## src/rtl/dmast_pkg.sv

```systemverilog
package dmast_pkg;
  localparam int STW = 16;
  localparam int B_DONE  = 0;
  localparam int B_ERR   = 1;
  localparam int B_FETCH = 2;
  localparam int B_RUN   = 3;

  typedef enum logic [1:0] {
    ISEL_NONE = 2'd0,
    ISEL_ROW  = 2'd1,
    ISEL_BUF  = 2'd2,
    ISEL_OFF  = 2'd3
  } isel_e;

  typedef struct packed {
    logic run;
    logic fetch;
    logic err;
    logic done;
  } chst_t;

  function automatic logic [STW-1:0] pack_status(input chst_t s);
    logic [STW-1:0] w;
    w = '0;
    w[B_DONE]  = s.done;
    w[B_ERR]   = s.err;
    w[B_FETCH] = s.fetch;
    w[B_RUN]   = s.run;
    return w;
  endfunction
endpackage

```

## src/rtl/dmast_chan.sv

```systemverilog
module dmast_chan
  import dmast_pkg::*;
#(
  parameter int CW        = 8,
  parameter int FETCH_CYC = 4
) (
  input  logic          clk,
  input  logic          rst,
  input  logic          cfg_we,
  input  logic          cfg_en,
  input  logic [2:0]    cfg_flow,
  input  logic [1:0]    cfg_isel,
  input  logic [CW-1:0] cfg_x,
  input  logic [CW-1:0] cfg_y,
  input  logic          beat,
  input  logic          err_stb,
  input  logic          clr_done,
  input  logic          clr_err,
  output chst_t         st
);
  localparam int FW = (FETCH_CYC > 1) ? $clog2(FETCH_CYC) : 1;
  localparam logic [FW-1:0] FLAST = FW'(FETCH_CYC - 1);

  logic [CW-1:0] x_len, y_len, cur_x, cur_y;
  logic [2:0]    flow_q;
  isel_e         isel_q;
  logic [FW-1:0] fcnt;
  logic          done_q, err_q, fetch_q, run_q;
  logic          active, row_end, buf_end, irq_hit;

  assign active  = run_q && !fetch_q;
  assign row_end = active && beat && (cur_x <= CW'(1));
  assign buf_end = row_end && (cur_y <= CW'(1));
  assign irq_hit = ((isel_q == ISEL_ROW) && row_end) ||
                   ((isel_q == ISEL_BUF) && buf_end);

  always_ff @(posedge clk) begin
    if (rst) begin
      x_len   <= '0;
      y_len   <= '0;
      cur_x   <= '0;
      cur_y   <= '0;
      flow_q  <= '0;
      isel_q  <= ISEL_NONE;
      fcnt    <= '0;
      done_q  <= 1'b0;
      err_q   <= 1'b0;
      fetch_q <= 1'b0;
      run_q   <= 1'b0;
    end else begin
      if (cfg_we) begin
        x_len   <= cfg_x;
        y_len   <= cfg_y;
        cur_x   <= cfg_x;
        cur_y   <= cfg_y;
        flow_q  <= cfg_flow;
        isel_q  <= isel_e'(cfg_isel);
        run_q   <= cfg_en;
        fetch_q <= cfg_en && cfg_flow[2];
        fcnt    <= '0;
      end else begin
        if (fetch_q) begin
          if (fcnt == FLAST) fetch_q <= 1'b0;
          else               fcnt    <= fcnt + 1'b1;
        end
        if (active && beat) begin
          if (row_end) begin
            cur_x <= x_len;
            if (buf_end) begin
              cur_y <= y_len;
              if (flow_q == 3'd0) run_q <= 1'b0;
            end else begin
              cur_y <= cur_y - 1'b1;
            end
          end else begin
            cur_x <= cur_x - 1'b1;
          end
        end
      end
      // error: flag up, channel stops; stored config untouched
      if (err_stb) begin
        err_q   <= 1'b1;
        run_q   <= 1'b0;
        fetch_q <= 1'b0;
      end else if (clr_err) begin
        err_q <= 1'b0;
      end
      if (irq_hit)       done_q <= 1'b1;
      else if (clr_done) done_q <= 1'b0;
    end
  end

  assign st.done  = done_q;
  assign st.err   = err_q;
  assign st.fetch = fetch_q;
  assign st.run   = run_q;
endmodule

```

## src/rtl/dmast_rdport.sv

```systemverilog
module dmast_rdport
  import dmast_pkg::*;
#(
  parameter int NCH = 4,
  parameter int CHW = 2
) (
  input  logic           clk,
  input  logic           rst,
  input  logic           rd_en,
  input  logic [CHW-1:0] rd_ch,
  input  chst_t          st_v [NCH],
  output logic [STW-1:0] rd_data,
  output logic           rd_vld
);
  always_ff @(posedge clk) begin
    if (rst) begin
      rd_data <= '0;
      rd_vld  <= 1'b0;
    end else begin
      rd_vld <= rd_en;
      if (rd_en) rd_data <= pack_status(st_v[rd_ch]);
    end
  end
endmodule

```

## src/rtl/dmast_top.sv

```systemverilog
module dmast_top
  import dmast_pkg::*;
#(
  parameter int NCH       = 4,
  parameter int CW        = 8,
  parameter int FETCH_CYC = 4,
  localparam int CHW      = (NCH > 1) ? $clog2(NCH) : 1
) (
  input  logic           clk,
  input  logic           rst,
  input  logic           cfg_we,
  input  logic [CHW-1:0] cfg_ch,
  input  logic           cfg_en,
  input  logic [2:0]     cfg_flow,
  input  logic [1:0]     cfg_isel,
  input  logic [CW-1:0]  cfg_x,
  input  logic [CW-1:0]  cfg_y,
  input  logic           st_we,
  input  logic [CHW-1:0] st_ch,
  input  logic [15:0]    st_wdata,
  input  logic           rd_en,
  input  logic [CHW-1:0] rd_ch,
  output logic [15:0]    rd_data,
  output logic           rd_vld,
  input  logic [NCH-1:0] beat,
  input  logic [NCH-1:0] err_stb,
  output logic [NCH-1:0] done_irq,
  output logic           err_irq
);
  chst_t          st_v [NCH];
  logic [NCH-1:0] err_v, run_v, fetch_v;

  for (genvar c = 0; c < NCH; c++) begin : g_ch
    logic sel_cfg, sel_st;
    assign sel_cfg = cfg_we && (cfg_ch == CHW'(c));
    assign sel_st  = st_we  && (st_ch  == CHW'(c));

    dmast_chan #(.CW(CW), .FETCH_CYC(FETCH_CYC)) u_chan (
      .clk      (clk),
      .rst      (rst),
      .cfg_we   (sel_cfg),
      .cfg_en   (cfg_en),
      .cfg_flow (cfg_flow),
      .cfg_isel (cfg_isel),
      .cfg_x    (cfg_x),
      .cfg_y    (cfg_y),
      .beat     (beat[c]),
      .err_stb  (err_stb[c]),
      .clr_done (sel_st && st_wdata[B_DONE]),
      .clr_err  (sel_st && st_wdata[B_ERR]),
      .st       (st_v[c])
    );

    assign done_irq[c] = st_v[c].done;
    assign err_v[c]    = st_v[c].err;
    assign run_v[c]    = st_v[c].run;
    assign fetch_v[c]  = st_v[c].fetch;
  end

  always_ff @(posedge clk) begin
    if (rst) err_irq <= 1'b0;
    else     err_irq <= |err_v;
  end

  dmast_rdport #(.NCH(NCH), .CHW(CHW)) u_rd (
    .clk     (clk),
    .rst     (rst),
    .rd_en   (rd_en),
    .rd_ch   (rd_ch),
    .st_v    (st_v),
    .rd_data (rd_data),
    .rd_vld  (rd_vld)
  );
endmodule

```

## config.mk

```make
export PLATFORM = sky130hd
export DESIGN_NAME = dmast_top
export DESIGN_NICKNAME = d
export VERILOG_FILES = /design/src/rtl/dmast_pkg.sv /design/src/rtl/dmast_chan.sv /design/src/rtl/dmast_rdport.sv /design/src/rtl/dmast_top.sv
export SDC_FILE = /design/constraint.sdc
export NUM_CORES = 1
export LEC_CHECK = 0
export ABC_AREA = 0
export BUFFER_PORTS_ARGS = -buffer_cell sky130_fd_sc_hd__buf_2
export CAP_MARGIN = 30
export CORE_MARGIN = 4
export CORE_UTILIZATION = 29
export DETAILED_ROUTE_END_ITERATION = 10
export GPL_ROUTABILITY_DRIVEN = 0
export PLACE_DENSITY_LB_ADDON = 0.12
export SYNTH_ARGS = -nofsm -noshare
export SYNTH_HDL_FRONTEND = slang
export SYNTH_SLANG_ARGS = --single-unit
```

## constraint.sdc

```tcl
create_clock -name clk -period 3.7 [get_ports clk]
set_input_delay 0.74 -clock clk [delete_from_list [all_inputs] [get_ports clk]]
set_output_delay 0.74 -clock clk [all_outputs]
set_load 0.01 [all_outputs]
```

## Word-level counts from Yosys, hierarchy flattened

Cells that the tools add are included.

- Register bits: 178
- Output and inout bits: 22
- Input bits: 57

- $add $sub $neg: 12
- Order comparisons: 9
- Reductions and logical operators: 100
- Mux-type cells: 79
- Bitwise operators: 5
- Equal/unequal tests: 18

Operator list:

| operator | count |
|---|---|
| $mux 8 | 28 |
| $le 8x1->1 const B | 8 |
| $sub 8x1->8 const B | 8 |
| $mux 1 | 48 |
| $reduce_bool 2->1 | 24 |
| $logic_and 1x1->1 | 41 |
| $eq 2x2->1 const B | 12 |
| $reduce_and 2->1 | 8 |
| $reduce_and 4->1 | 4 |
| $reduce_or 2->1 | 8 |
| $eq 2x1->1 const B | 6 |
| $logic_not 3->1 | 4 |
| $add 2x1->2 const B | 4 |
| $bmux 4 s2 | 1 |
| $mux 4 | 2 |
| $logic_not 1->1 | 4 |
| $logic_not 2->1 | 2 |
| $logic_or 1x1->1 | 4 |
| $not 1->1 | 4 |
| $reduce_or 4->1 | 1 |
| $ge 3x3->1 const B | 1 |
| $not 2->3 | 1 |

## Depth between registers and ports, before layout

Gate-level depths: netlist of the first run.

- Depth in word-level cells: 9
- Gate-level depth with buffers: 9
- Gate-level depth less buffers: 7

## Hierarchy

Synthesis of the first run repeated with hierarchy kept, for this count alone.

- Cell total of the unflattened synthesis: 1093
- Area, all modules: 9247.6 um^2

By module, submodules not included:

| module | cells an instance | instances | seq. area each (um^2) | area each (um^2) |
|---|---|---|---|---|
| dmast_chan at g_ch[0].u_chan ... | 259 | 3 | 860.8 | 2183.3 |
| dmast_chan at g_ch[3].u_chan | 256 | 1 | 860.8 | 2187.1 |
| dmast_rdport | 38 | 1 | 100.1 | 380.4 |
| dmast_top | 22 | 1 | 20.0 | 130.1 |

## Worst setup path before layout of the first run

OpenSTA, ideal clock, no wires.

- Path kind: input-to-reg
- Start point: in beat[1]
- End point: reg g_ch[1].u_chan.run_q
- Data required time: 3.570 ns
- Arrival time: 1.981 ns
- Stages: 6
- Slack: 1.589 ns
- Cells stage by stage: nand3b_1 -> or4_1 -> buf_2 -> o311a_1 -> a21oi_1 -> nor3_1

- Word-level cells in the longest chain between the ends: 5
- Elaborated cells between the ends (all ways): 7
- Classes of those cells: reduce/logical: 7

Ends and longest elaborated chain:

| element | line | source |
|---|---|---|
| start: declaration | dmast_top.sv:25 | `input logic [NCH-1:0] beat,` |
| $logic_and 1x1->1 * | dmast_chan.sv:32, dmast_chan.sv:66 |  |
| $logic_and 1x1->1 | dmast_chan.sv:32 | `assign row_end = active && beat && (cur_x <= CW'(1));` |
| $logic_and 1x1->1 | dmast_chan.sv:33 | `assign buf_end = row_end && (cur_y <= CW'(1));` |
| $reduce_bool 2->1 (no line) | -- |  |
| $reduce_and 4->1 (no line) * | -- |  |
| end signal: assignment | dmast_chan.sv:58 | `run_q <= cfg_en;` |
| end: declaration | dmast_chan.sv:28 | `logic done_q, err_q, fetch_q, run_q;` |

Every way passes the cells marked *; elsewhere a longest branch is shown, timed or not.
A chain may end at the register's enable or synchronous reset.

## Worst setup path in the final report of the first run

- Start point: reg g_ch[1].u_chan.cur_x[0]
- End point: reg g_ch[1].u_chan.cur_y[0]

- Word-level cells in the longest chain between the ends: 7
- Elaborated cells between the ends (all ways): 9
- Classes of those cells: order compare: 1; mux: 4; reduce/logical: 4

Ends and longest elaborated chain:

| element | line | source |
|---|---|---|
| start: declaration | dmast_chan.sv:24 | `logic [CW-1:0] x_len, y_len, cur_x, cur_y;` |
| start signal: assignment | dmast_chan.sv:54 | `cur_x <= cfg_x;` |
| start signal: assignment | dmast_chan.sv:68 | `cur_x <= x_len;` |
| start signal: assignment | dmast_chan.sv:76 | `cur_x <= cur_x - 1'b1;` |
| $le 8x1->1 * | dmast_chan.sv:32 |  |
| $logic_and 1x1->1 * | dmast_chan.sv:32 |  |
| $logic_and 1x1->1 | dmast_chan.sv:33 |  |
| $mux 8 | dmast_chan.sv:69 | `if (buf_end) begin` |
| $mux 8 | dmast_chan.sv:67 | `if (row_end) begin` |
| $mux 8 | dmast_chan.sv:66 | `if (active && beat) begin` |
| $mux 8 | dmast_chan.sv:51 | `if (cfg_we) begin` |
| end signal: assignment | dmast_chan.sv:55 | `cur_y <= cfg_y;` |
| end signal: assignment | dmast_chan.sv:70 | `cur_y <= y_len;` |
| end signal: assignment | dmast_chan.sv:73 | `cur_y <= cur_y - 1'b1;` |
| end: declaration | dmast_chan.sv:24 |  |

Every way passes the cells marked *; elsewhere a longest branch is shown, timed or not. The select of a mux whose other input is x is not followed.

==> results of run 1 <==
-- registers in the layout, indices dropped and copies added (netlist names), 8 cells and up --
signal,count
g_ch.u_chan.cur_x,32
g_ch.u_chan.cur_y,32
g_ch.u_chan.fcnt,8
g_ch.u_chan.flow_q,12
g_ch.u_chan.isel_q,8
g_ch.u_chan.x_len,32
g_ch.u_chan.y_len,32
-- worst paths after layout --
check        slack, ns                startpoint  cells after the start                  endpoint
max               1.18   g_ch[1].u_chan.cur_x[0]                      7   g_ch[1].u_chan.cur_y[0]
min               0.45  g_ch[2].u_chan.flow_q[1]                      2  g_ch[2].u_chan.flow_q[1]
max reg2reg       1.18   g_ch[1].u_chan.cur_x[0]                      7   g_ch[1].u_chan.cur_y[0]
min reg2reg       0.45  g_ch[2].u_chan.flow_q[1]                      2  g_ch[2].u_chan.flow_q[1]
-- kinds of logic after synthesis --
| kind of cell | count (synthesis) | synth area share [%] |
|---|---|---|
| buffers and inverters | 106 | 5.34 |
| AND/OR/NAND/NOR | 474 | 24.9 |
| multiplexers | 27 | 3.60 |
| XOR/XNOR | 17 | 1.65 |
| adder cells (fa/ha/maj) | 20 | 2.77 |
| other | 1 | 0.0415 |
| flip-flops | 178 | 39.4 |
| AO/OA/AOI/OAI | 325 | 22.3 |
-- stage by stage --
step                      setup slack (ns)  util [%]  hold WS (ns)  instances  total power (W)
after floorplan                       1.59         -         0.431       1159          0.00252
after global placement                1.04      31.5         0.438       1548          0.00272
after detailed placement              1.03      31.5         0.443       1548          0.00272
after CTS                             1.14      33.3         0.454       1580          0.00456
after global routing                 0.973      33.3         0.473       1580          0.00473
final                                 1.18      33.3         0.453       1580          0.00449
-- layout by cell type, fill, tap and decap left out, drive strengths merged, types with 11 or more instances in the layout --
cell type	netlist	routed
a21oi	139	139
o211ai	11	11
nand3	29	29
dfxtp	178	178
clkbuf	58	17
nor3	40	40
conb	1	12
a211oi	19	19
or4	13	13
nor4	15	15
nand2	216	216
nor2	82	82
buf	27	78
a31oi	21	21
or3	11	11
o21ai	44	44
inv	21	28
ha	20	20
mux2i	19	19
-- report_power, final --
part	switching [W]	total, W	internal [W]
clock	0.000873	0.00182	0.000947
sequential	0.0000612	0.00204	0.00198
combinational	0.000396	0.000630	0.000234
-- worst max-delay path, stage by stage, from the launching register on --
cell and delay (ns):
dfxtp_1 0.36, inv_1 0.11, ha_1 0.24, o21bai_1 0.16, or4_1 0.77, buf_4 0.29
o311ai_0 0.32, a211oi_1 0.14
-- metal layers --
layer  routed length, um  global-route usage (%)
met1               14000                    23.3
met2               12800                    26.8
met3                 894                    2.66
met4                 320                    3.70
met5                   0                       0
-- layout make-up --
class	count	area [um^2]	area share, %
sequential	178	3560	34.8
clock inverter	15	145	1.42
multi-input combinational	875	5040	49.3
clock buffer	17	425	4.16
timing repair buffer	78	474	4.64
inverter	21	78.8	0.771
tap	396	495	4.85
==> metrics.md, run 1 <==
| Metric | Value |
|---|---|
| Status | `complete, no violations` |
| Synth area leader | `dfxtp_1` |
| Vias/cell | `5.19` |
| Clock root buffer | `clkbuf_16` |
| Post-synth top cells | `nand2_1, dfxtp_1, a21oi_1` |
| Max Cap Viol | `0` |
| Largest net degree at the start of global routing | `between 70 and 80` |
| Leakage | `3.67 nW` |
| CTS Sinks | `approximately 180` |
| Worst Path Required | `around 4.0 ns` |
| CTS tree | `built` |
| Quantity of gates resized following cts | `0` |
| Clock latency on the worst-skew pair | `0.45 ns` |
| Die width | `185 um` |
| Pwr dens | `roughly 440 nW/um^2` |
| Highest clock rate | `0.397 GHz` |
| Core footprint | `30,700 um^2` |
| Yosys top cell area share | `between 30% and 40%` |
| RSZ-0062 raised after global routing | `false` |
| First-pass GRT wire length | `44,400 um` |
| Reg clk slew, reported paths | `0.08 ns` |
| Final period util | `about two thirds` |
| Synthesized cell area | `9040 um^2` |
| Synthesized flop and latch total | `178` |
| CTS Buf Count | `17` |
| Max Root-Sink Buffers | `2` |
| I/O pins | `79` |
| Ys Warns | `0` |
| Slew headroom | `between 40% and 50%` |
| Die area | `34,100 um^2` |
| 1st-iter DRT viols | `about 550` |
| DRT Wirelength | `around 28,000 um` |
| EDFF count, synth | `0` |
| CP Launch Type | `flop` |
| Syn_area_per_cell | `~7.9 um^2` |
| Final setup TNS | `0 ns` |
| Layout Nets | `1,248` |
| Arrival time at the worst endpoint | `between 2 and 3 ns` |
| Largest cells by area after synthesis | `dfxtp_1, nand2_1, a21oi_1` |
| Crit path kind | `flop to flop` |
| Area after DPL | `9660 um^2` |
| Yosys cell types | `67` |
| Number of global-route vias before repair | `between 7,000 and 8,000` |
| Fin crit period | `2.52 ns` |
| Drt first pass iters | `4` |
| Sequential cell area fraction in the yosys report | `39.4%` |
| Mapped Cells | `approximately 1,100` |
| Layout Skew | `0.0184 ns` |
| Row count | `64` |
| Top-count cell post-synth | `nand2_1` |
| Critical path capture point type | `flop` |
| Ys async rst share | `0%` |
| Via count | `8,206` |
| DRC viols | `0` |
| H-tree depth | `4` |
| Post-DP HPWL | `19,700 um` |
| Worst vdd ir | `0.300 mV` |
| Post-CTS setup buffer count | `0` |
| Initial core utilization | `29.5%` |
| Routed len/inst | `17.7 um` |
| Antenna violations before repair | `0` |
| Routed Antenna Nets | `0` |
| CTS Hold Bufs | `0` |
| Post-layout instance area | `just over 10,000 um^2` |
| Fill cells | `3,280` |
| Total Routing Usage GR | `16.6%` |
| Max-slew violation count | `0` |
| CP max FO | `11` |
| Port buffer count | `52` |
| Commonest register cell after synthesis | `dfxtp_1` |
| Final hold violations | `0` |
| Area Overhead vs Synth | `13.1%` |
| Ant diodes | `0` |
| Layout cells sized above 1 | `11.6%` |
| Endpoints failing setup | `0` |
| Grt ovf | `0` |
| Worst-margin pin slew | `0.873 ns` |
| Die Ht | `185 um` |
| Worst hold path class | `flop to flop` |
Note: power is estimated with default switching activity, not from simulation.
==> run 2: changes to the inputs <==
==> constraint.sdc (replaced) <==
create_clock -name clk -period 2.15 [get_ports clk]
set_input_delay 0.43 -clock clk [delete_from_list [all_inputs] [get_ports clk]]
set_output_delay 0.43 -clock clk [all_outputs]
set_load 0.01 [all_outputs]
==> metrics.md, run 2 (synthesized netlist as in run 1, its figures left out) <==
| Metric | Value |
|---|---|
| Status | `complete, no violations` |
| HP Start | `err_stb[1]` |
| Clock root buffer | `clkbuf_16` |
| Quantity of gates resized following cts | `0 (unchanged)` |
| Die Ht | `185 um (unchanged)` |
| Max Root-Sink Buffers | `2 (unchanged)` |
| CP Launch Type | `flop` |
| R2r setup slk | `0.1 ns (-1.08 ns)` |
| Register Area | `3560 um^2 (unchanged)` |
| Post-CTS setup buffer count | `0 (unchanged)` |
| Worst reg2reg startpoint | `g_ch[2].u_chan.cur_y[3]` |
| Critical path capture point type | `flop` |
| RSZ-0062 raised after global routing | `true` |
| H-tree depth | `4 (unchanged)` |
| Pwr dens | `734 nW/um^2 (+67%)` |
| Total Routing Usage GR | `16.8% (+0.23 points)` |
| Multi-input logic area | `5060 um^2 (+0.35%)` |
| Worst Path Required | `2.47 ns (-1.53 ns)` |
| Core footprint | `30,700 um^2 (unchanged)` |
| Routed len/inst | `17.4 um (-1.9%)` |
| Row count | `64 (unchanged)` |
| Setup Slack @ Placement | `0.0344 ns (-0.993 ns)` |
| Ant diodes | `0 (unchanged)` |
| Slew headroom | `53.2% (+12 points)` |
| Min Hold Slack | `0.204 ns (-0.249 ns)` |
| Leakage | `4.02 nW (+9.6%)` |
| Via count | `8,407 (+2.4%)` |
| Final setup TNS | `0 ns (unchanged)` |
| CP max FO | `4 (-7)` |
| DRT Wirelength | `28,600 um (+2.0%)` |
| Final period util | `95.4% (+27 points)` |
| Area after DPL | `10,200 um^2 (+5.4%)` |
| Hold Path Stages | `2 (unchanged)` |
| DRC viols | `0 (unchanged)` |
| Crit path kind | `flop to flop` |
| Fin util | `35.2% (+1.9 points)` |
| Grt ovf | `0 (unchanged)` |
| Number of global-route vias before repair | `7,948 (+2.6%)` |
| Drt first pass iters | `4 (unchanged)` |
| CTS tree | `built` |
| Layout Skew | `0.0152 ns (-0.00324 ns)` |
| Antenna violations before repair | `0 (unchanged)` |
| PnR worst setup slack | `0.0997 ns (-1.08 ns)` |
| Fin crit period | `2.05 ns (-0.472 ns)` |
| Port buffer count | `52 (unchanged)` |
| I/O pins | `79 (unchanged)` |
| Endpoints failing setup | `0 (unchanged)` |
| CTS Sinks | `178 (unchanged)` |
| Max-slew violation count | `0 (unchanged)` |
| Layout Nets | `1,311 (+5.0%)` |
| Area Overhead vs Synth | `19.4%` |
| RR Endpoint | `g_ch[2].u_chan.run_q` |
| Clock latency on the worst-skew pair | `0.45 ns (about the same)` |
| Reg clk slew, reported paths | `0.09 ns (about the same)` |
| Fill cells | `3,224 (-1.7%)` |
| First-pass GRT wire length | `45,100 um (+1.7%)` |
| Layout cells sized above 1 | `16.4% (+4.8 points)` |
| CTS Buf Count | `17 (unchanged)` |
| Post-layout instance area | `10,800 um^2 (+5.6%)` |
| 1st-iter DRT viols | `626 (+13%)` |
| Post-DP HPWL | `20,400 um (+3.7%)` |
| Highest clock rate | `0.488 GHz (+23%)` |
| Worst hold path class | `primary input to flop` |
| Commonest cells after routing, fill and taps aside | `nand2_1, dfxtp_1, a21oi_1` |
| Initial core utilization | `29.5% (unchanged)` |
| Max Cap Viol | `0 (unchanged)` |
| CTS Hold Bufs | `0 (unchanged)` |
| Routed Antenna Nets | `0 (unchanged)` |
| Die width | `185 um (unchanged)` |
| R2R cell count | `5 (-2)` |
| Hold Crit Endpoint | `g_ch[1].u_chan.run_q` |
| Most common cell after layout, fill and taps aside | `nand2_1` |
| Vias/cell | `5.12 (-1.5%)` |
| Arrival time at the worst endpoint | `2.37 ns (-0.46 ns)` |
| Die area | `34,100 um^2 (unchanged)` |
| Largest net degree at the start of global routing | `56 (-26%)` |
| Worst vdd ir | `0.481 mV (+60%)` |
| Final hold violations | `0 (unchanged)` |
| Worst-margin pin slew | `0.696 ns (-0.176 ns)` |
==> run 2: area by class of cell <==
| class | count | share of cell area, % |
|---|---|---|
| Clock inverter | 14 | 1.51 |
| Sequential cell | 178 | 33.0 |
| Tap cell | 396 | 4.59 |
| Inverter | 21 | 0.730 |
| Clock buffer | 18 | 4.07 |
| Multi-Input combinational cell | 875 | 46.9 |
| Timing Repair Buffer | 141 | 9.24 |
==> run 2: worst max path at each step <==
stage                                        from                      end  slack [ns]  cells past startpoint
after floorplan           g_ch[2].u_chan.cur_x[0]  g_ch[2].u_chan.cur_y[7]        0.06                      9
after global placement    g_ch[1].u_chan.cur_x[0]  g_ch[1].u_chan.cur_y[5]        0.05                      7
after detailed placement  g_ch[1].u_chan.cur_x[0]  g_ch[1].u_chan.cur_y[5]        0.03                      7
after CTS                 g_ch[1].u_chan.cur_x[0]  g_ch[1].u_chan.cur_y[5]       0.003                      7
after global routing      g_ch[1].u_chan.cur_x[0]  g_ch[1].u_chan.cur_y[5]      -0.006                      7
final                     g_ch[2].u_chan.cur_y[3]     g_ch[2].u_chan.run_q         0.1                      5
==> run 2: metrics by stage <==
step	instances	power, W
final	1643	0.00792
after global routing	1643	0.00832
after CTS	1643	0.00802
after detailed placement	1611	0.00481
after global placement	1611	0.00481
after floorplan	1159	0.00433
==> run 2: layer usage <==
layer / vias up / wire (um) / global-route usage, %
met5: - / 0 / 0
met4: 0 / 257 / 3.40
met3: 16 / 1010 / 2.57
met2: 155 / 13200 / 27.3
met1: 3970 / 14100 / 23.8
li1: 4266 / - / -
==> run 2: power by group <==
part           internal [W]  total (W)  switching, W
sequential          0.00341    0.00350     0.0000912
clock               0.00160    0.00319       0.00159
combinational      0.000510    0.00123      0.000719
==> run 2: worst max-delay path: stages (launching register included) <==
cell	delay, ns
dfxtp_1	0.33
or4_4	0.56
or3_1	0.49
o311a_1	0.38
a21oi_1	0.12
nor3_1	0.05
==> run 3: changes to the inputs <==
--- a/config.mk
+++ b/config.mk
@@ -5,10 +5,9 @@
 export SDC_FILE = /design/constraint.sdc
 export NUM_CORES = 1
 export LEC_CHECK = 0
-export ABC_AREA = 0
 export BUFFER_PORTS_ARGS = -buffer_cell sky130_fd_sc_hd__buf_2
 export CAP_MARGIN = 30
-export CORE_MARGIN = 4
+export CORE_MARGIN = 2
 export CORE_UTILIZATION = 29
 export DETAILED_ROUTE_END_ITERATION = 10
 export GPL_ROUTABILITY_DRIVEN = 0
==> metrics.md, run 3 (synthesized netlist as in run 1, its figures left out) <==
| Metric | Value |
|---|---|
| Status | `complete, no violations` |
| Post-DP HPWL | `20,100 um (-1.3%)` |
| Fin crit period | `2.07 ns (+0.0195 ns)` |
| Met3 usage | `2.79% (+0.22 points)` |
| Largest net degree at the start of global routing | `48 (-14%)` |
| Highest clock rate | `0.483 GHz (-0.94%)` |
| Clock root buffer | `clkbuf_16` |
| Number of global-route vias before repair | `7,918 (-0.38%)` |
| Fill cells | `3,233 (+0.28%)` |
| Clock share of power | `40.2% (about the same)` |
| Top Family by Delay on Critical Path | `compound AO/OA/AOI/OAI gates` |
| Register share of total power | `44.1% (about the same)` |
| Initial core utilization | `29.5% (unchanged)` |
| Layout Skew | `0.0140 ns (-0.00116 ns)` |
| Final hold violations | `0 (unchanged)` |
| Commonest cells after routing, fill and taps aside | `nand2_1, dfxtp_1, a21oi_1` |
| Most common cell after layout, fill and taps aside | `nand2_1` |
| Pwr dens | `734 nW/um^2 (about the same)` |
| Grt met2 use | `26.3% (-1.0 points)` |
| Logic pwr share | `15.8% (+0.3 points)` |
| Crit path kind | `flop to flop` |
| CTS Sinks | `178 (unchanged)` |
| Final period util | `96.3% (+0.91 points)` |
| Area Overhead vs Synth | `19.7%` |
| DRT Wirelength | `28,700 um (+0.53%)` |
| P_sw | `0.00226 W (-5.6%)` |
| CP Launch Type | `flop` |
| Grt ovf | `0 (unchanged)` |
| Sw frac | `28.5% (-1.8 points)` |
| Vias/cell | `5.12 (about the same)` |
| Core footprint | `30,700 um^2 (unchanged)` |
| H-tree depth | `4 (unchanged)` |
| Worst-path cell chain | `inv_1 > ha_1 > o21bai_1 > or4_4 > buf_4 > a211o_1 > a311oi_2` |
| Max-slew violation count | `0 (unchanged)` |
| Drt first pass iters | `4 (unchanged)` |
| Die area | `32,600 um^2 (-4.3%)` |
| Endpoints failing setup | `0 (unchanged)` |
| Area after DPL | `10,200 um^2 (+0.39%)` |
| Routed len/inst | `17.5 um (+0.47%)` |
| Leakage | `4.02 nW (about the same)` |
| Met1 Use GR | `26.1% (+2.3 points)` |
| I/O pins | `79 (unchanged)` |
| Die width | `181 um (-2.2%)` |
| Arrival time at the worst endpoint | `2.42 ns (+0.05 ns)` |
| Clock latency on the worst-skew pair | `0.44 ns (about the same)` |
| First-pass GRT wire length | `45,400 um (+0.61%)` |
| Critical Path Slowest Stage Cell | `or4_4` |
| Placed cells | `1,613 (+0.12%)` |
| Multi-input logic area | `5080 um^2 (+0.30%)` |
| Critical path capture point type | `flop` |
| Ant diodes | `0 (unchanged)` |
| Reg clk slew, reported paths | `0.07 ns (-0.02 ns)` |
| Worst Path Required | `2.50 ns (+0.03 ns)` |
| Max Cap Viol | `0 (unchanged)` |
| Fin util | `35.3% (+0.10 points)` |
| Total power | `0.00795 W (+0.34%)` |
| 1st-iter DRT viols | `541 (-14%)` |
| Worst vdd ir | `0.523 mV (+8.7%)` |
| CTS tree | `built` |
| Total Routing Usage GR | `17.7% (+0.89 points)` |
| CTS Hold Bufs | `0 (unchanged)` |
| Die Ht | `181 um (-2.2%)` |
| CP peak stage delay | `0.57 ns (about the same)` |
| Via count | `8,418 (+0.13%)` |
| Register Area | `3560 um^2 (about the same)` |
| Layout Nets | `1,313 (+0.15%)` |
| P_int | `0.00569 W (+2.9%)` |
| Antenna violations before repair | `1 (+1)` |
| Layout cells sized above 1 | `16.6% (+0.23 points)` |
| Worst hold path class | `primary input to flop` |
| Port buffer count | `52 (unchanged)` |
| Post-layout instance area | `10,800 um^2 (+0.29%)` |
| Routed Antenna Nets | `0 (unchanged)` |
| Max Root-Sink Buffers | `2 (unchanged)` |
| Row count | `64 (unchanged)` |
| Fin cells | `1,644 (+0.061%)` |
| DRC viols | `0 (unchanged)` |
| CTS Buf Count | `17 (unchanged)` |
| Busiest grt layer | `met2` |
| Worst Path Buf+Inv | `2 (+2)` |
| CP max FO | `6 (+2)` |
run 3: path summary, 6_finish.rpt:
kind	start	endpoint	slack, ns	depth (start not counted)
max	g_ch[1].u_chan.cur_x[0]	g_ch[1].u_chan.cur_y[5]	0.08	7
min	err_stb[3]	g_ch[3].u_chan.fetch_q	0.22	2
min reg2reg	g_ch[3].u_chan.x_len[6]	g_ch[3].u_chan.x_len[6]	0.45	2
max reg2reg	g_ch[1].u_chan.cur_x[0]	g_ch[1].u_chan.cur_y[5]	0.08	7
run 3: metrics by stage:
step / setup TNS, ns / hold slack [ns] / worst slack [ns]
2_1_floorplan: 0 / 0.431 / 0.0563
3_3_place_gp: 0 / 0.441 / 0.0386
3_5_place_dp: 0 / 0.446 / 0.0282
4_1_cts: 0 / 0.200 / 0.0106
5_1_grt: -0.00199 / 0.203 / -0.00199
6_report: 0 / 0.224 / 0.0802
run 3: area by class of cell:
cell class	instances	area share, %
tap	396	4.58
clock inverter	11	1.20
clock buffer	20	4.12
multi-input combinational	875	46.9
inverter	21	0.728
timing repair buffer	143	9.58
sequential	178	32.9
run 3: repair_timing:
item                       CTS  global route
gates resized for setup      0             9
setup endpoints to repair    0            22
setup buffers                0             0
run 3: worst reg2reg max path, cell delays in order, from the launching register on:
cell and delay, ns:
dfxtp_1 0.35, inv_1 0.11, ha_1 0.20, o21bai_1 0.11, or4_4 0.57, buf_4 0.18
a211o_1 0.23, a311oi_2 0.25
run 3: power groups by stage:
stage / Clock, W / Combinational [W] / Sequential (W)
finish: 0.00319 / 0.00125 / 0.00350
global route: 0.00341 / 0.00139 / 0.00352
CTS: 0.00328 / 0.00125 / 0.00350
detailed placement: 0 / 0.00125 / 0.00358
global placement: 0 / 0.00125 / 0.00358
floorplan: 0 / 0.000770 / 0.00356
run 3: per-layer routing:
metal	routed length (um)	vias up
li1	-	4263
met1	15000	3993
met2	12300	138
met3	915	22
met4	529	2
met5	13	-
